$ cat src/rtl/ssp_pkg.sv
package ssp_pkg;

    localparam int unsigned PC_OFS = 2;

    typedef enum logic [2:0] {
        OP_IDLE,
        OP_CLEAR,
        OP_SQUASH,
        OP_TRAIN,
        OP_ISSUE,
        OP_DISPATCH
    } ssp_op_e;

    // Word-aligned PC folded into a power-of-two table.
    function automatic logic [31:0] pc_slot(input logic [63:0] pc, input logic [31:0] mask);
        return 32'(pc >> PC_OFS) & mask;
    endfunction

endpackage

$ cat src/rtl/ssp_op_arb.sv
module ssp_op_arb
    import ssp_pkg::*;
(
    input  logic    clr_i,
    input  logic    sq_i,
    input  logic    trn_i,
    input  logic    iss_st_i,
    input  logic    dsp_st_i,
    output ssp_op_e op_o
);
    always_comb begin
        if (clr_i)         op_o = OP_CLEAR;
        else if (sq_i)     op_o = OP_SQUASH;
        else if (trn_i)    op_o = OP_TRAIN;
        else if (iss_st_i) op_o = OP_ISSUE;
        else if (dsp_st_i) op_o = OP_DISPATCH;
        else               op_o = OP_IDLE;
    end

    // a clear request always wins the cycle
    always_comb a_r11_clear_first: assert (!clr_i || op_o == OP_CLEAR);
endmodule

$ cat src/rtl/ssp_id_table.sv
module ssp_id_table #(
    parameter int N     = 64,
    parameter int ID_W  = 4,
    parameter int NRD   = 4,
    parameter int IDX_W = $clog2(N)
) (
    input  logic                       clk,
    input  logic                       rst,
    input  logic                       clr_i,
    input  logic [NRD-1:0][IDX_W-1:0]  rd_idx_i,
    output logic [NRD-1:0]             rd_vld_o,
    output logic [NRD-1:0][ID_W-1:0]   rd_id_o,
    input  logic [1:0]                 wr_en_i,
    input  logic [1:0][IDX_W-1:0]      wr_idx_i,
    input  logic [1:0][ID_W-1:0]       wr_id_i
);
    logic [N-1:0]    vld_q;
    logic [ID_W-1:0] id_q [N];

    for (genvar r = 0; r < NRD; r++) begin : g_rd
        assign rd_vld_o[r] = vld_q[rd_idx_i[r]];
        assign rd_id_o[r]  = id_q[rd_idx_i[r]];
    end

    always_ff @(posedge clk) begin
        if (rst) begin
            vld_q <= '0;
            for (int i = 0; i < N; i++) id_q[i] <= '0;
        end else if (clr_i) begin
            vld_q <= '0;
        end else begin
            for (int w = 0; w < 2; w++) begin
                if (wr_en_i[w]) begin
                    vld_q[wr_idx_i[w]] <= 1'b1;
                    id_q[wr_idx_i[w]]  <= wr_id_i[w];
                end
            end
        end
    end

    // clear empties every slot
    a_r10_slots_cleared: assert property (@(posedge clk) disable iff (rst)
        clr_i |=> vld_q == '0);
    // a trained store slot becomes valid
    a_r2_store_slot_valid: assert property (@(posedge clk) disable iff (rst)
        (wr_en_i[1] && !clr_i) |=> vld_q[$past(wr_idx_i[1])]);
    // the written set number is held in the slot
    a_r3_slot_holds_id: assert property (@(posedge clk) disable iff (rst)
        (wr_en_i[1] && !clr_i) |=> id_q[$past(wr_idx_i[1])] == $past(wr_id_i[1]));
endmodule

$ cat src/rtl/ssp_set_table.sv
module ssp_set_table
    import ssp_pkg::*;
#(
    parameter int N     = 16,
    parameter int SEQ_W = 16,
    parameter int CNT_W = 4,
    parameter int ID_W  = $clog2(N)
) (
    input  logic             clk,
    input  logic             rst,
    input  ssp_op_e          op_i,
    input  logic [SEQ_W-1:0] sq_seq_i,
    input  logic             st_vld_i,
    input  logic [ID_W-1:0]  st_id_i,
    input  logic [SEQ_W-1:0] st_seq_i,
    input  logic [ID_W-1:0]  lk_id_i,
    output logic             lk_hit_o,
    output logic [SEQ_W-1:0] lk_seq_o,
    input  logic [ID_W-1:0]  ca_id_i,
    input  logic [ID_W-1:0]  cb_id_i,
    output logic [CNT_W-1:0] ca_cnt_o,
    output logic [CNT_W-1:0] cb_cnt_o,
    input  logic             inc_en_i,
    input  logic [ID_W-1:0]  inc_id_i,
    input  logic             dec_en_i,
    input  logic [ID_W-1:0]  dec_id_i
);
    localparam logic [CNT_W-1:0] CNT_MAX = '1;

    logic [N-1:0]            vld_q;
    logic [N-1:0][SEQ_W-1:0] seq_q;
    logic [N-1:0][CNT_W-1:0] cnt_q;
    logic                    self_hit;

    assign lk_hit_o = vld_q[lk_id_i];
    assign lk_seq_o = seq_q[lk_id_i];
    assign ca_cnt_o = cnt_q[ca_id_i];
    assign cb_cnt_o = cnt_q[cb_id_i];
    assign self_hit = st_vld_i && vld_q[st_id_i] && (seq_q[st_id_i] == st_seq_i);

    always_ff @(posedge clk) begin
        if (rst) begin
            vld_q <= '0;
            seq_q <= '0;
            cnt_q <= '0;
        end else begin
            unique case (op_i)
                OP_CLEAR: vld_q <= '0;
                OP_SQUASH: begin
                    for (int i = 0; i < N; i++)
                        if (seq_q[i] > sq_seq_i) vld_q[i] <= 1'b0;
                end
                OP_TRAIN: begin
                    for (int i = 0; i < N; i++) begin
                        if (inc_en_i && inc_id_i == ID_W'(i) && cnt_q[i] != CNT_MAX)
                            cnt_q[i] <= cnt_q[i] + 1'b1;
                        else if (dec_en_i && dec_id_i == ID_W'(i) && cnt_q[i] != '0)
                            cnt_q[i] <= cnt_q[i] - 1'b1;
                    end
                end
                OP_ISSUE: begin
                    if (self_hit) vld_q[st_id_i] <= 1'b0;
                end
                OP_DISPATCH: begin
                    if (st_vld_i) begin
                        vld_q[st_id_i] <= 1'b1;
                        seq_q[st_id_i] <= st_seq_i;
                    end
                end
                default: ;
            endcase
        end
    end

    // clear empties the records but keeps counters
    a_r10_records_cleared: assert property (@(posedge clk) disable iff (rst)
        op_i == OP_CLEAR |=> vld_q == '0);
    a_r10_counters_kept: assert property (@(posedge clk) disable iff (rst)
        op_i == OP_CLEAR |=> $stable(cnt_q));
    // an issuing store retires its own record
    a_r8_self_retire: assert property (@(posedge clk) disable iff (rst)
        (op_i == OP_ISSUE && self_hit) |=> !vld_q[$past(st_id_i)]);
    // a mapped store dispatch leaves a valid record
    a_r6_dispatch_records: assert property (@(posedge clk) disable iff (rst)
        (op_i == OP_DISPATCH && st_vld_i) |=> vld_q[$past(st_id_i)]);

    for (genvar g = 0; g < N; g++) begin : g_chk
        // younger records vanish on squash
        a_r9_squash_younger: assert property (@(posedge clk) disable iff (rst)
            (op_i == OP_SQUASH && seq_q[g] > sq_seq_i) |=> !vld_q[g]);
        // counters move by at most one per cycle
        a_r5_cnt_step: assert property (@(posedge clk) disable iff (rst)
            1'b1 |=> (cnt_q[g] == $past(cnt_q[g]) ||
                      cnt_q[g] == $past(cnt_q[g]) + 1'b1 ||
                      cnt_q[g] == $past(cnt_q[g]) - 1'b1));
    end
endmodule

$ cat src/rtl/ssp_trainer.sv
module ssp_trainer
    import ssp_pkg::*;
#(
    parameter int PC_W  = 32,
    parameter int N_SET = 16,
    parameter int CNT_W = 4,
    parameter int ID_W  = $clog2(N_SET)
) (
    input  logic               en_i,
    input  logic [PC_W-1:0]    load_pc_i,
    input  logic               l_vld_i,
    input  logic [ID_W-1:0]    l_id_i,
    input  logic               s_vld_i,
    input  logic [ID_W-1:0]    s_id_i,
    input  logic [CNT_W-1:0]   l_cnt_i,
    input  logic [CNT_W-1:0]   s_cnt_i,
    output logic [1:0]         wr_en_o,
    output logic [1:0][ID_W-1:0] wr_id_o,
    output logic               inc_en_o,
    output logic [ID_W-1:0]    inc_id_o,
    output logic               dec_en_o,
    output logic [ID_W-1:0]    dec_id_o
);
    logic [ID_W-1:0] fresh_id;
    assign fresh_id = ID_W'(pc_slot(64'(load_pc_i), 32'(N_SET - 1)));

    // index 0 = load slot, index 1 = store slot
    always_comb begin
        wr_en_o  = '0;
        wr_id_o  = '0;
        inc_en_o = 1'b0;
        inc_id_o = '0;
        dec_en_o = 1'b0;
        dec_id_o = '0;
        if (en_i) begin
            unique case ({l_vld_i, s_vld_i})
                2'b00: begin
                    wr_en_o  = 2'b11;
                    wr_id_o  = {fresh_id, fresh_id};
                    inc_en_o = 1'b1;
                    inc_id_o = fresh_id;
                end
                2'b10: begin
                    wr_en_o[1] = 1'b1;
                    wr_id_o[1] = l_id_i;
                    inc_en_o   = 1'b1;
                    inc_id_o   = l_id_i;
                end
                2'b01: begin
                    wr_en_o[0] = 1'b1;
                    wr_id_o[0] = s_id_i;
                end
                default: begin
                    if (l_id_i != s_id_i) begin
                        inc_en_o = 1'b1;
                        dec_en_o = 1'b1;
                        if (l_cnt_i > s_cnt_i) begin
                            wr_en_o[1] = 1'b1;
                            wr_id_o[1] = l_id_i;
                            inc_id_o   = l_id_i;
                            dec_id_o   = s_id_i;
                        end else begin
                            wr_en_o[0] = 1'b1;
                            wr_id_o[0] = s_id_i;
                            inc_id_o   = s_id_i;
                            dec_id_o   = l_id_i;
                        end
                    end
                end
            endcase
        end
    end

    // a load joining a store's set never grows a counter
    always_comb a_r4_load_no_grow: assert (!(en_i && !l_vld_i && s_vld_i) || !inc_en_o);
    // winner and loser are always distinct sets
    always_comb a_r5_distinct_sets: assert (!(inc_en_o && dec_en_o) || inc_id_o != dec_id_o);
endmodule

$ cat src/rtl/ssp_predictor.sv
module ssp_predictor
    import ssp_pkg::*;
#(
    parameter int PC_W   = 32,
    parameter int SEQ_W  = 16,
    parameter int SSIT_N = 64,
    parameter int LFST_N = 16,
    parameter int CNT_W  = 4
) (
    input  logic             clk,
    input  logic             rst,
    input  logic             clr_i,
    input  logic             sq_valid_i,
    input  logic [SEQ_W-1:0] sq_seq_i,
    input  logic             trn_valid_i,
    input  logic [PC_W-1:0]  trn_store_pc_i,
    input  logic [PC_W-1:0]  trn_load_pc_i,
    input  logic             iss_valid_i,
    input  logic             iss_is_store_i,
    input  logic [PC_W-1:0]  iss_pc_i,
    input  logic [SEQ_W-1:0] iss_seq_i,
    input  logic             dsp_valid_i,
    input  logic             dsp_is_store_i,
    input  logic [PC_W-1:0]  dsp_pc_i,
    input  logic [SEQ_W-1:0] dsp_seq_i,
    input  logic [PC_W-1:0]  lkp_pc_i,
    output logic [SEQ_W-1:0] lkp_dep_seq_o
);
    localparam int IDX_W = $clog2(SSIT_N);
    localparam int ID_W  = $clog2(LFST_N);
    localparam int NRD   = 4;
    localparam int RD_LK = 0, RD_LD = 1, RD_ST = 2, RD_OP = 3;

    ssp_op_e                    op;
    logic [PC_W-1:0]            op_pc;
    logic [SEQ_W-1:0]           op_seq;
    logic [NRD-1:0][IDX_W-1:0]  rd_idx;
    logic [NRD-1:0]             rd_vld;
    logic [NRD-1:0][ID_W-1:0]   rd_id;
    logic [1:0]                 wr_en;
    logic [1:0][IDX_W-1:0]      wr_idx;
    logic [1:0][ID_W-1:0]       wr_id;
    logic                       inc_en, dec_en;
    logic [ID_W-1:0]            inc_id, dec_id;
    logic [CNT_W-1:0]           l_cnt, s_cnt;
    logic                       lk_hit;
    logic [SEQ_W-1:0]           lk_seq;

    ssp_op_arb u_arb (
        .clr_i    (clr_i),
        .sq_i     (sq_valid_i),
        .trn_i    (trn_valid_i),
        .iss_st_i (iss_valid_i && iss_is_store_i),
        .dsp_st_i (dsp_valid_i && dsp_is_store_i),
        .op_o     (op)
    );

    assign op_pc  = (op == OP_ISSUE) ? iss_pc_i  : dsp_pc_i;
    assign op_seq = (op == OP_ISSUE) ? iss_seq_i : dsp_seq_i;

    assign rd_idx[RD_LK] = IDX_W'(pc_slot(64'(lkp_pc_i),       32'(SSIT_N - 1)));
    assign rd_idx[RD_LD] = IDX_W'(pc_slot(64'(trn_load_pc_i),  32'(SSIT_N - 1)));
    assign rd_idx[RD_ST] = IDX_W'(pc_slot(64'(trn_store_pc_i), 32'(SSIT_N - 1)));
    assign rd_idx[RD_OP] = IDX_W'(pc_slot(64'(op_pc),          32'(SSIT_N - 1)));
    assign wr_idx        = {rd_idx[RD_ST], rd_idx[RD_LD]};

    ssp_id_table #(.N(SSIT_N), .ID_W(ID_W), .NRD(NRD), .IDX_W(IDX_W)) u_ssit (
        .clk      (clk),
        .rst      (rst),
        .clr_i    (op == OP_CLEAR),
        .rd_idx_i (rd_idx),
        .rd_vld_o (rd_vld),
        .rd_id_o  (rd_id),
        .wr_en_i  (wr_en),
        .wr_idx_i (wr_idx),
        .wr_id_i  (wr_id)
    );

    ssp_trainer #(.PC_W(PC_W), .N_SET(LFST_N), .CNT_W(CNT_W), .ID_W(ID_W)) u_trn (
        .en_i      (op == OP_TRAIN),
        .load_pc_i (trn_load_pc_i),
        .l_vld_i   (rd_vld[RD_LD]),
        .l_id_i    (rd_id[RD_LD]),
        .s_vld_i   (rd_vld[RD_ST]),
        .s_id_i    (rd_id[RD_ST]),
        .l_cnt_i   (l_cnt),
        .s_cnt_i   (s_cnt),
        .wr_en_o   (wr_en),
        .wr_id_o   (wr_id),
        .inc_en_o  (inc_en),
        .inc_id_o  (inc_id),
        .dec_en_o  (dec_en),
        .dec_id_o  (dec_id)
    );

    ssp_set_table #(.N(LFST_N), .SEQ_W(SEQ_W), .CNT_W(CNT_W), .ID_W(ID_W)) u_lfst (
        .clk      (clk),
        .rst      (rst),
        .op_i     (op),
        .sq_seq_i (sq_seq_i),
        .st_vld_i (rd_vld[RD_OP]),
        .st_id_i  (rd_id[RD_OP]),
        .st_seq_i (op_seq),
        .lk_id_i  (rd_id[RD_LK]),
        .lk_hit_o (lk_hit),
        .lk_seq_o (lk_seq),
        .ca_id_i  (rd_id[RD_LD]),
        .cb_id_i  (rd_id[RD_ST]),
        .ca_cnt_o (l_cnt),
        .cb_cnt_o (s_cnt),
        .inc_en_i (inc_en),
        .inc_id_i (inc_id),
        .dec_en_i (dec_en),
        .dec_id_i (dec_id)
    );

    assign lkp_dep_seq_o = (rd_vld[RD_LK] && lk_hit) ? lk_seq : '0;

    // after a clear no lookup reports a dependence
    a_r7_clear_no_dep: assert property (@(posedge clk) disable iff (rst)
        clr_i |=> lkp_dep_seq_o == '0);
    // squash outranks dispatch, so no record is written that cycle
    a_r11_squash_over_dispatch: assert property (@(posedge clk) disable iff (rst)
        (sq_valid_i && !clr_i) |-> op == OP_SQUASH);
endmodule

$ cat config.mk
export PLATFORM = sky130hd
export DESIGN_NAME = ssp_predictor
export DESIGN_NICKNAME = d
export VERILOG_FILES = /design/src/rtl/ssp_pkg.sv /design/src/rtl/ssp_op_arb.sv /design/src/rtl/ssp_id_table.sv /design/src/rtl/ssp_set_table.sv /design/src/rtl/ssp_trainer.sv /design/src/rtl/ssp_predictor.sv
export SDC_FILE = /design/constraint.sdc
export NUM_CORES = 2
export LEC_CHECK = 0
export BUFFER_PORTS_ARGS = -buffer_cell sky130_fd_sc_hd__buf_4
export CAP_MARGIN = 5
export CELL_PAD_IN_SITES_DETAIL_PLACEMENT = 1
export CELL_PAD_IN_SITES_GLOBAL_PLACEMENT = 1
export CORE_MARGIN = 10
export CORE_UTILIZATION = 45
export DETAILED_ROUTE_END_ITERATION = 7
export HOLD_SLACK_MARGIN = 0.08
export PLACE_DENSITY_LB_ADDON = 0.1
export SYNTH_ARGS = -nofsm -noshare
export SYNTH_HDL_FRONTEND = slang
export SYNTH_SLANG_ARGS = --single-unit
$ cat constraint.sdc
create_clock -name clk -period 9.9 [get_ports clk]
set_clock_uncertainty 0.15 [all_clocks]
set_input_delay 1.485 -clock clk [delete_from_list [all_inputs] [get_ports clk]]
set_output_delay 1.485 -clock clk [all_outputs]
set_load 0.01 [all_outputs]
# --- Word-level counts from Yosys, hierarchy flattened ---
# Memories as Yosys holds them, arrays and structs flattened.
# Cells that the tools add are included.
word_totals:
  reg_bits: 400
  mem_bits_rw: 256
  in_bits: 217
  out_inout_bits: 16
  wordCells: 468
  memories: 1
op_classes:
  n_addsub: 32
  order_cmp: 28
  n_eq_ne: 73
  n_mux: 133
  bitwise: 5
  n_reduce_logical: 147
mem_list:
  columns: ["memory", "words", "word_bits", "rd", "rd_clocked_by_memory_dff", "wr", "line", "text"]
  rows:
  - ["u_ssit.id_q", 64, 4, 4, 0, 64, "ssp_id_table.sv:18", "logic [ID_W-1:0] id_q [N];"]
ops:
  columns: ["operator", "n"]
  rows:
  - ["$bwmux 256", 1]
  - ["$gt 16x16->1", 16]
  - ["$mux 64", 4]
  - ["$mux 4", 45]
  - ["$bmux 16 s4", 2]
  - ["$or 64x64->64", 2]
  - ["$mux 16", 7]
  - ["$logic_and 1x1->1", 72]
  - ["$reduce_bool 4->1", 17]
  - ["$add 4x1->4 const B", 16]
  - ["$demux 16 s4", 1]
  - ["$eq 4x4->1 const B", 16]
  - ["$ne 4x4->1 const B", 16]
  - ["$pmux 16 s4", 1]
  - ["$reduce_and 4->1", 16]
  - ["$sub 4x1->4 const B", 16]
  - ["$mux 1", 43]
  - ["$ne 2x1->1 const B", 18]
  - ["$pmux 4 s3", 3]
  - ["$reduce_and 2->1", 17]
  - ["$bmux 4 s4", 2]
  - ["$eq 4x3->1 const B", 8]
  - ["$reduce_bool 2->1", 16]
  - ["$lt 6x7->1 const B", 4]
  - ["other kinds (30)", 59]

# --- Longest topological paths before layout ---
# An unclocked memory read counts as a cell.
depth:
  word_depth: 17
  mapped_depth: 40
  depth_no_buf: 33

# --- Cells and area by module ---
# A second synthesis with hierarchy kept.
hier_totals:
  cells_unflattened: 5120
  area_unflattened_um2: 50666.1
by_module_without_submodules:
  columns: ["module", "instances", "cells_each", "area_per_inst_um2", "seq_area_each_um2"]
  rows:
  - ["ssp_set_table", 1, 2854, 25248.0, 6726.5]
  - ["ssp_id_table", 1, 2107, 24303.3, 8968.6]
  - ["ssp_trainer", 1, 105, 651.9, 0.0]
  - ["ssp_predictor", 1, 47, 425.4, 0.0]
  - ["ssp_op_arb", 1, 7, 37.5, 0.0]

# --- Least setup slack after synthesis ---
# Ideal clock, no wire load.
synth_path:
  path_kind: "input port to flip-flop"
  start: "input trn_load_pc_i[3]"
  end: "register u_lfst.cnt_q[3] in the netlist's numbering"
  setup_time_ps: 128
  arrival_ps: 7986
  t_required_ps: 9622
  slack_ps: 1637
  path_stages: 37
  path_buffers: 7
  cell_sequence: "buf_2 buf_2 buf_2 buf_2 nor3b_1 a221oi_1 a311oi_1 a31oi_1 o211ai_1 clkbuf_1 clkbuf_1 mux2i_1 nand2_1 o211ai_1 o21ai_0 nand2_1 o21ai_0 ha_1 nor2b_1 o21ai_0 nand2b_1 a21oi_1 a41oi_1 clkbuf_1 nand2_1 nand2_1 and3_1 o21ai_1 nor3b_1 and3_1 inv_1 ha_1 a21o_1 a21oi_1 mux2i_1 xor2_1 nor2_1"
synth_via:
  elab_chain_len: 13
  elab_cells_between_ends: 34
  classes_between: "order compare: 1; eq/ne: 3; mux: 18; reduce/logical: 11; memory: 1"
synth_rtl:
  columns: ["item", "line", "text"]
  rows:
  - ["start: declaration", "ssp_predictor.sv:17", "input logic [PC_W-1:0] trn_load_pc_i,"]
  - ["$mem_v2 64x4", null, null]
  - ["$bmux 4 s4", "ssp_set_table.sv:37", "assign ca_cnt_o = cnt_q[ca_id_i];"]
  - ["$mux 4 (not written as such)", "ssp_set_table.sv:37", null]
  - ["$gt 4x4->1", "ssp_trainer.sv:57", "if (l_cnt_i > s_cnt_i) begin"]
  - ["$mux 4", "ssp_trainer.sv:57", null]
  - ["$mux 4", "ssp_trainer.sv:54", "if (l_id_i != s_id_i) begin"]
  - ["$pmux 4 s3 or $mux 4 (tied branches)", "ssp_trainer.sv:36", "unique case ({l_vld_i, s_vld_i})"]
  - ["$mux 4", "ssp_trainer.sv:35", "if (en_i) begin"]
  - ["$logic_not 4->1, on equally long branches", "ssp_set_table.sv:55, ssp_set_table.sv:57", null]
  - ["$logic_and 1x1->1, on equally long branches (2 in series)", "ssp_set_table.sv:55, ssp_set_table.sv:57", null]
  - ["$reduce_bool 2->1 (no line)", null, null]
  - ["$reduce_and 2->1 (no line)", null, null]
  - ["end signal: indexed assignment", "ssp_set_table.sv:56", "cnt_q[i] <= cnt_q[i] + 1'b1;"]
  - ["end signal: indexed assignment", "ssp_set_table.sv:58", "cnt_q[i] <= cnt_q[i] - 1'b1;"]
  - ["end: declaration", "ssp_set_table.sv:32", "logic [N-1:0][CNT_W-1:0] cnt_q;"]
# Parallel ways exist; a longest one is shown, timed or not. The select of a mux whose other input is x is not followed.
# A chain may end at the register's enable or synchronous reset.

==> results.py <==
metrics = {
    "status": {
        "status": "completed",
    },
    "sta": {
        "hold_viol": 0,
        "fin_crit_sh_pct": 94.1,
        "setup_tns_ns": 0,
        "rsz0062_at_grt": "no",
        "maxSlewViolCount": 0,
        "timing.fmax_ghz": 0.107,
        "min_period_ns": 9.31,
        "setup_viol": 0,
        "worst_pin_slew_ns": 1.44,
        "holdWs_ns": 0.367,
        "slew_headroom_pct": 3.60,
    },
    "clock_network": {
        "htreeDepth": 3,
        "cts-resized-gates": 0,
        "cts_buffer_depth": 3,
        "cts_sinks": 656,
        "cts_tree": "built",
        "cts.clk_slew.worst_paths_ns": 0.06,
        "postCtsSetupRepairBufs": 0,
        "cts-buffers-inserted": 82,
        "cts-hold-fix-buffers": 0,
        "cts_root_buf": "clkbuf_16",
        "worstSkewPairLatency_ns": 0.73,
    },
    "die": {
        "core_mm2": 0.113,
        "die_h_um": 358,
        "die_w_um": 358,
        "dieArea_mm2": 0.128,
        "ios": 233,
        "start_util_pct": 45.5,
        "std_cell_rows": 123,
    },
    "detailed_routing": {
        "antenna_left": 0,
        "drtIter0Drc": 8155,
        "wl_per_cell_um": 40.3,
        "wl_mm": 293,
        "drc": 0,
        "vias": 54800,
        "avgViaCountPerCell": 7.54,
        "drt_first_pass_iters": 6,
    },
    "setup_path": {
        "reg2reg_depth": 26,
        "r2r_end": "u_ssit.id_q[32][3]",
        "critPathMaxFanout": 36,
        "crit_path_start_kind": "input pin",
        "path_class": "in -> reg",
        "worstSetupEndpointType": "register",
        "cp.required_ns": 10.27,
        "r2r_setup_slack_ns": 1.60,
        "r2r-start": "u_ssit.id_q[56][0]",
        "worstPathArrival_ns": 9.68,
    },
    "placed_design": {
        "gp_congestion": 1.10,
        "hpwl_mm": 218,
        "numPortBuffers": 102,
    },
    "worst_hold_path": {
        "holdPathStages": 2,
        "whs_endpoint": "u_lfst.seq_q[0]",
        "holdCritPathClass": "reg -> reg",
        "holdCritStartpoint": "u_lfst.seq_q[0]",
    },
    "power_and_ir_drop": {
        "seqPwrFrac_pct": 37.1,
        "clkPwrFrac_pct": 40.4,
        "total_power_w": 0.00799,
        "switchingPower_w": 0.00274,
        "p_sw_share_pct": 34.3,
        "pwr_density_cell_mw_per_mm2": 139,
        "leakagePower_nw": 20.8,
        "internal_power_w": 0.00525,
        "vdd_drop_max_uv": 129,
        "power_frac_comb_pct": 22.5,
    },
    "grt": {
        "grt_pass1_wl_mm": 408,
        "grt_max_degree": 83,
        "overflow": 0,
        "grt_usage_pct": 44.2,
        "grt_pass1_vias": 52800,
        "grt_antenna_before_repair": 19,
    },
    "run": {
        "maxCapViolCount": 0,
    },
    "synthesis": {
        "yosysTopAreaCellShare_pct": 15.6,
        "synthFlopType": "dfxtp_1",
        "syn_nets": 6178,
        "ys_types": 105,
        "syn-instance-count": 5653,
        "syn_area_mm2": 0.0513,
        "avgSynthCellArea_um2": 9.08,
        "synth_edf_count": 256,
        "ys_seq_area_share_pct": 30.6,
        "synth-warning-count": 0,
        "yosys.area.top_type": "dfxtp_1",
        "synth-seq-cells": 656,
        "async_flop_share_pct": 0,
        "synthTopCellsByArea": "dfxtp_1, edfxtp_1, mux4_2",
    },
    "finish": {
        "area_growth_pct": 12.3,
        "final_common_cell": "nor2_1",
        "layout_common_cells": "nor2_1, buf_4, nand2_1",
        "nFillCells": 12800,
        "drive_gt1_share_pct": 17.3,
        "fin_nets": 6220,
    },
}
[flip-flops by register name, summed over array words and instances (netlist names)]
| signal | flops |
|---|---|
| u_lfst.cnt_q | 64 |
| u_lfst.vld_q | 16 |
| u_ssit.vld_q | 64 |
| u_ssit.id_q | 256 |
| u_lfst.seq_q | 256 |
[cell usage after synthesis, drive strengths merged, types with 71 or more instances]
cell,number
nor2,493
nand2,440
dfxtp,400
a211oi,374
o21ai,342
clkbuf,300
ha,292
mux2i,264
a21oi,256
edfxtp,256
o22ai,232
nand3,217
mux4,211
buf,207
and3,100
nand4,98
o211ai,91
nor2b,79
mux2,78
o221ai,74
inv,71
[kinds of logic (layout without fill, tap and decap cells)]
kind of cell    Yosys count  in the layout  synth area share (%)
compound gates         1792           1792                  23.6
simple gates           1691           1691                  15.8
flops                   656            656                  30.6
buf+inv                 580            689                  4.94
mux                     553            553                  16.1
fa+ha+maj               308            308                  7.74
xor+xnor                 73             73                  1.25
other cells               0              3                     0
[power by group through the flow]
| stage | Combinational [W] | Sequential [W] | Clock, W |
|---|---|---|---|
| floorplan | 0.00102 | 0.00293 | 0 |
| global route | 0.00184 | 0.00295 | 0.00333 |
| finish | 0.00180 | 0.00296 | 0.00323 |
| global placement | 0.00169 | 0.00300 | 0 |
| detailed placement | 0.00171 | 0.00300 | 0 |
| CTS | 0.00172 | 0.00294 | 0.00323 |
[final cells by class]
class | count | area, um2 | area share (%)
flip-flops and latches | 656 | 15700 | 27.2
multi-input cells | 4417 | 33400 | 57.9
well taps | 1500 | 1880 | 3.26
clock buffers | 107 | 2310 | 4.01
repair buffers | 465 | 3640 | 6.31
diodes | 3 | 7.51 | 0.0130
clock inverters | 44 | 484 | 0.840
inverters | 73 | 275 | 0.477
[stage by stage]
stage / area [um2] / instances / setup slack (ns) / util, %
floorplan: 51300 / 5653 / 1.64 / -
global placement: 54800 / 7111 / 0.585 / 48.6
detailed placement: 54800 / 7111 / 0.466 / 48.6
CTS: 57600 / 7262 / 1.17 / 51.1
global route: 57600 / 7263 / 0.692 / 51.1
finish: 57600 / 7265 / 0.587 / 51.1
[layer usage]
layer	track usage, %	part of all wire, %
met2	66.0	43
met3	13.8	12
met1	52.2	35
met5	0	0.049
met4	35.5	10
[critical path, stage by stage]
cell and delay (ns):
buf_4 0.53, nor2b_1 1.12, a22oi_1 0.24, o211ai_1 0.48, o31ai_1 0.25, mux4_2 0.88, nand2_1 0.19, o21ai_0 0.09
o21ai_0 0.34, o21ai_0 0.14, ha_1 0.34, nor2b_1 0.14, o21ai_0 0.14, nand2b_1 0.08, a21oi_1 0.21, a41oi_1 0.10
buf_4 0.22, nor3_1 0.15, o21ai_1 0.41, nand2b_1 0.39, nor2_1 0.71, nand2_1 0.58, o22ai_1 0.34
[worst max-delay path by stage]
stage                                  from                 end  slack, ns  cells after the start
final                     trn_store_pc_i[3]  u_ssit.id_q[32][3]       0.59                     23
after global routing      trn_store_pc_i[3]  u_ssit.id_q[38][3]       0.69                     23
after CTS                 trn_store_pc_i[3]  u_ssit.id_q[32][3]       1.17                     26
after detailed placement  trn_store_pc_i[3]  u_ssit.id_q[32][3]       0.47                     26
after global placement    trn_store_pc_i[3]  u_ssit.id_q[36][3]       0.58                     26
after floorplan            trn_load_pc_i[3]     u_lfst.cnt_q[3]       1.64                     37
(Power assumes the default switching activity.)
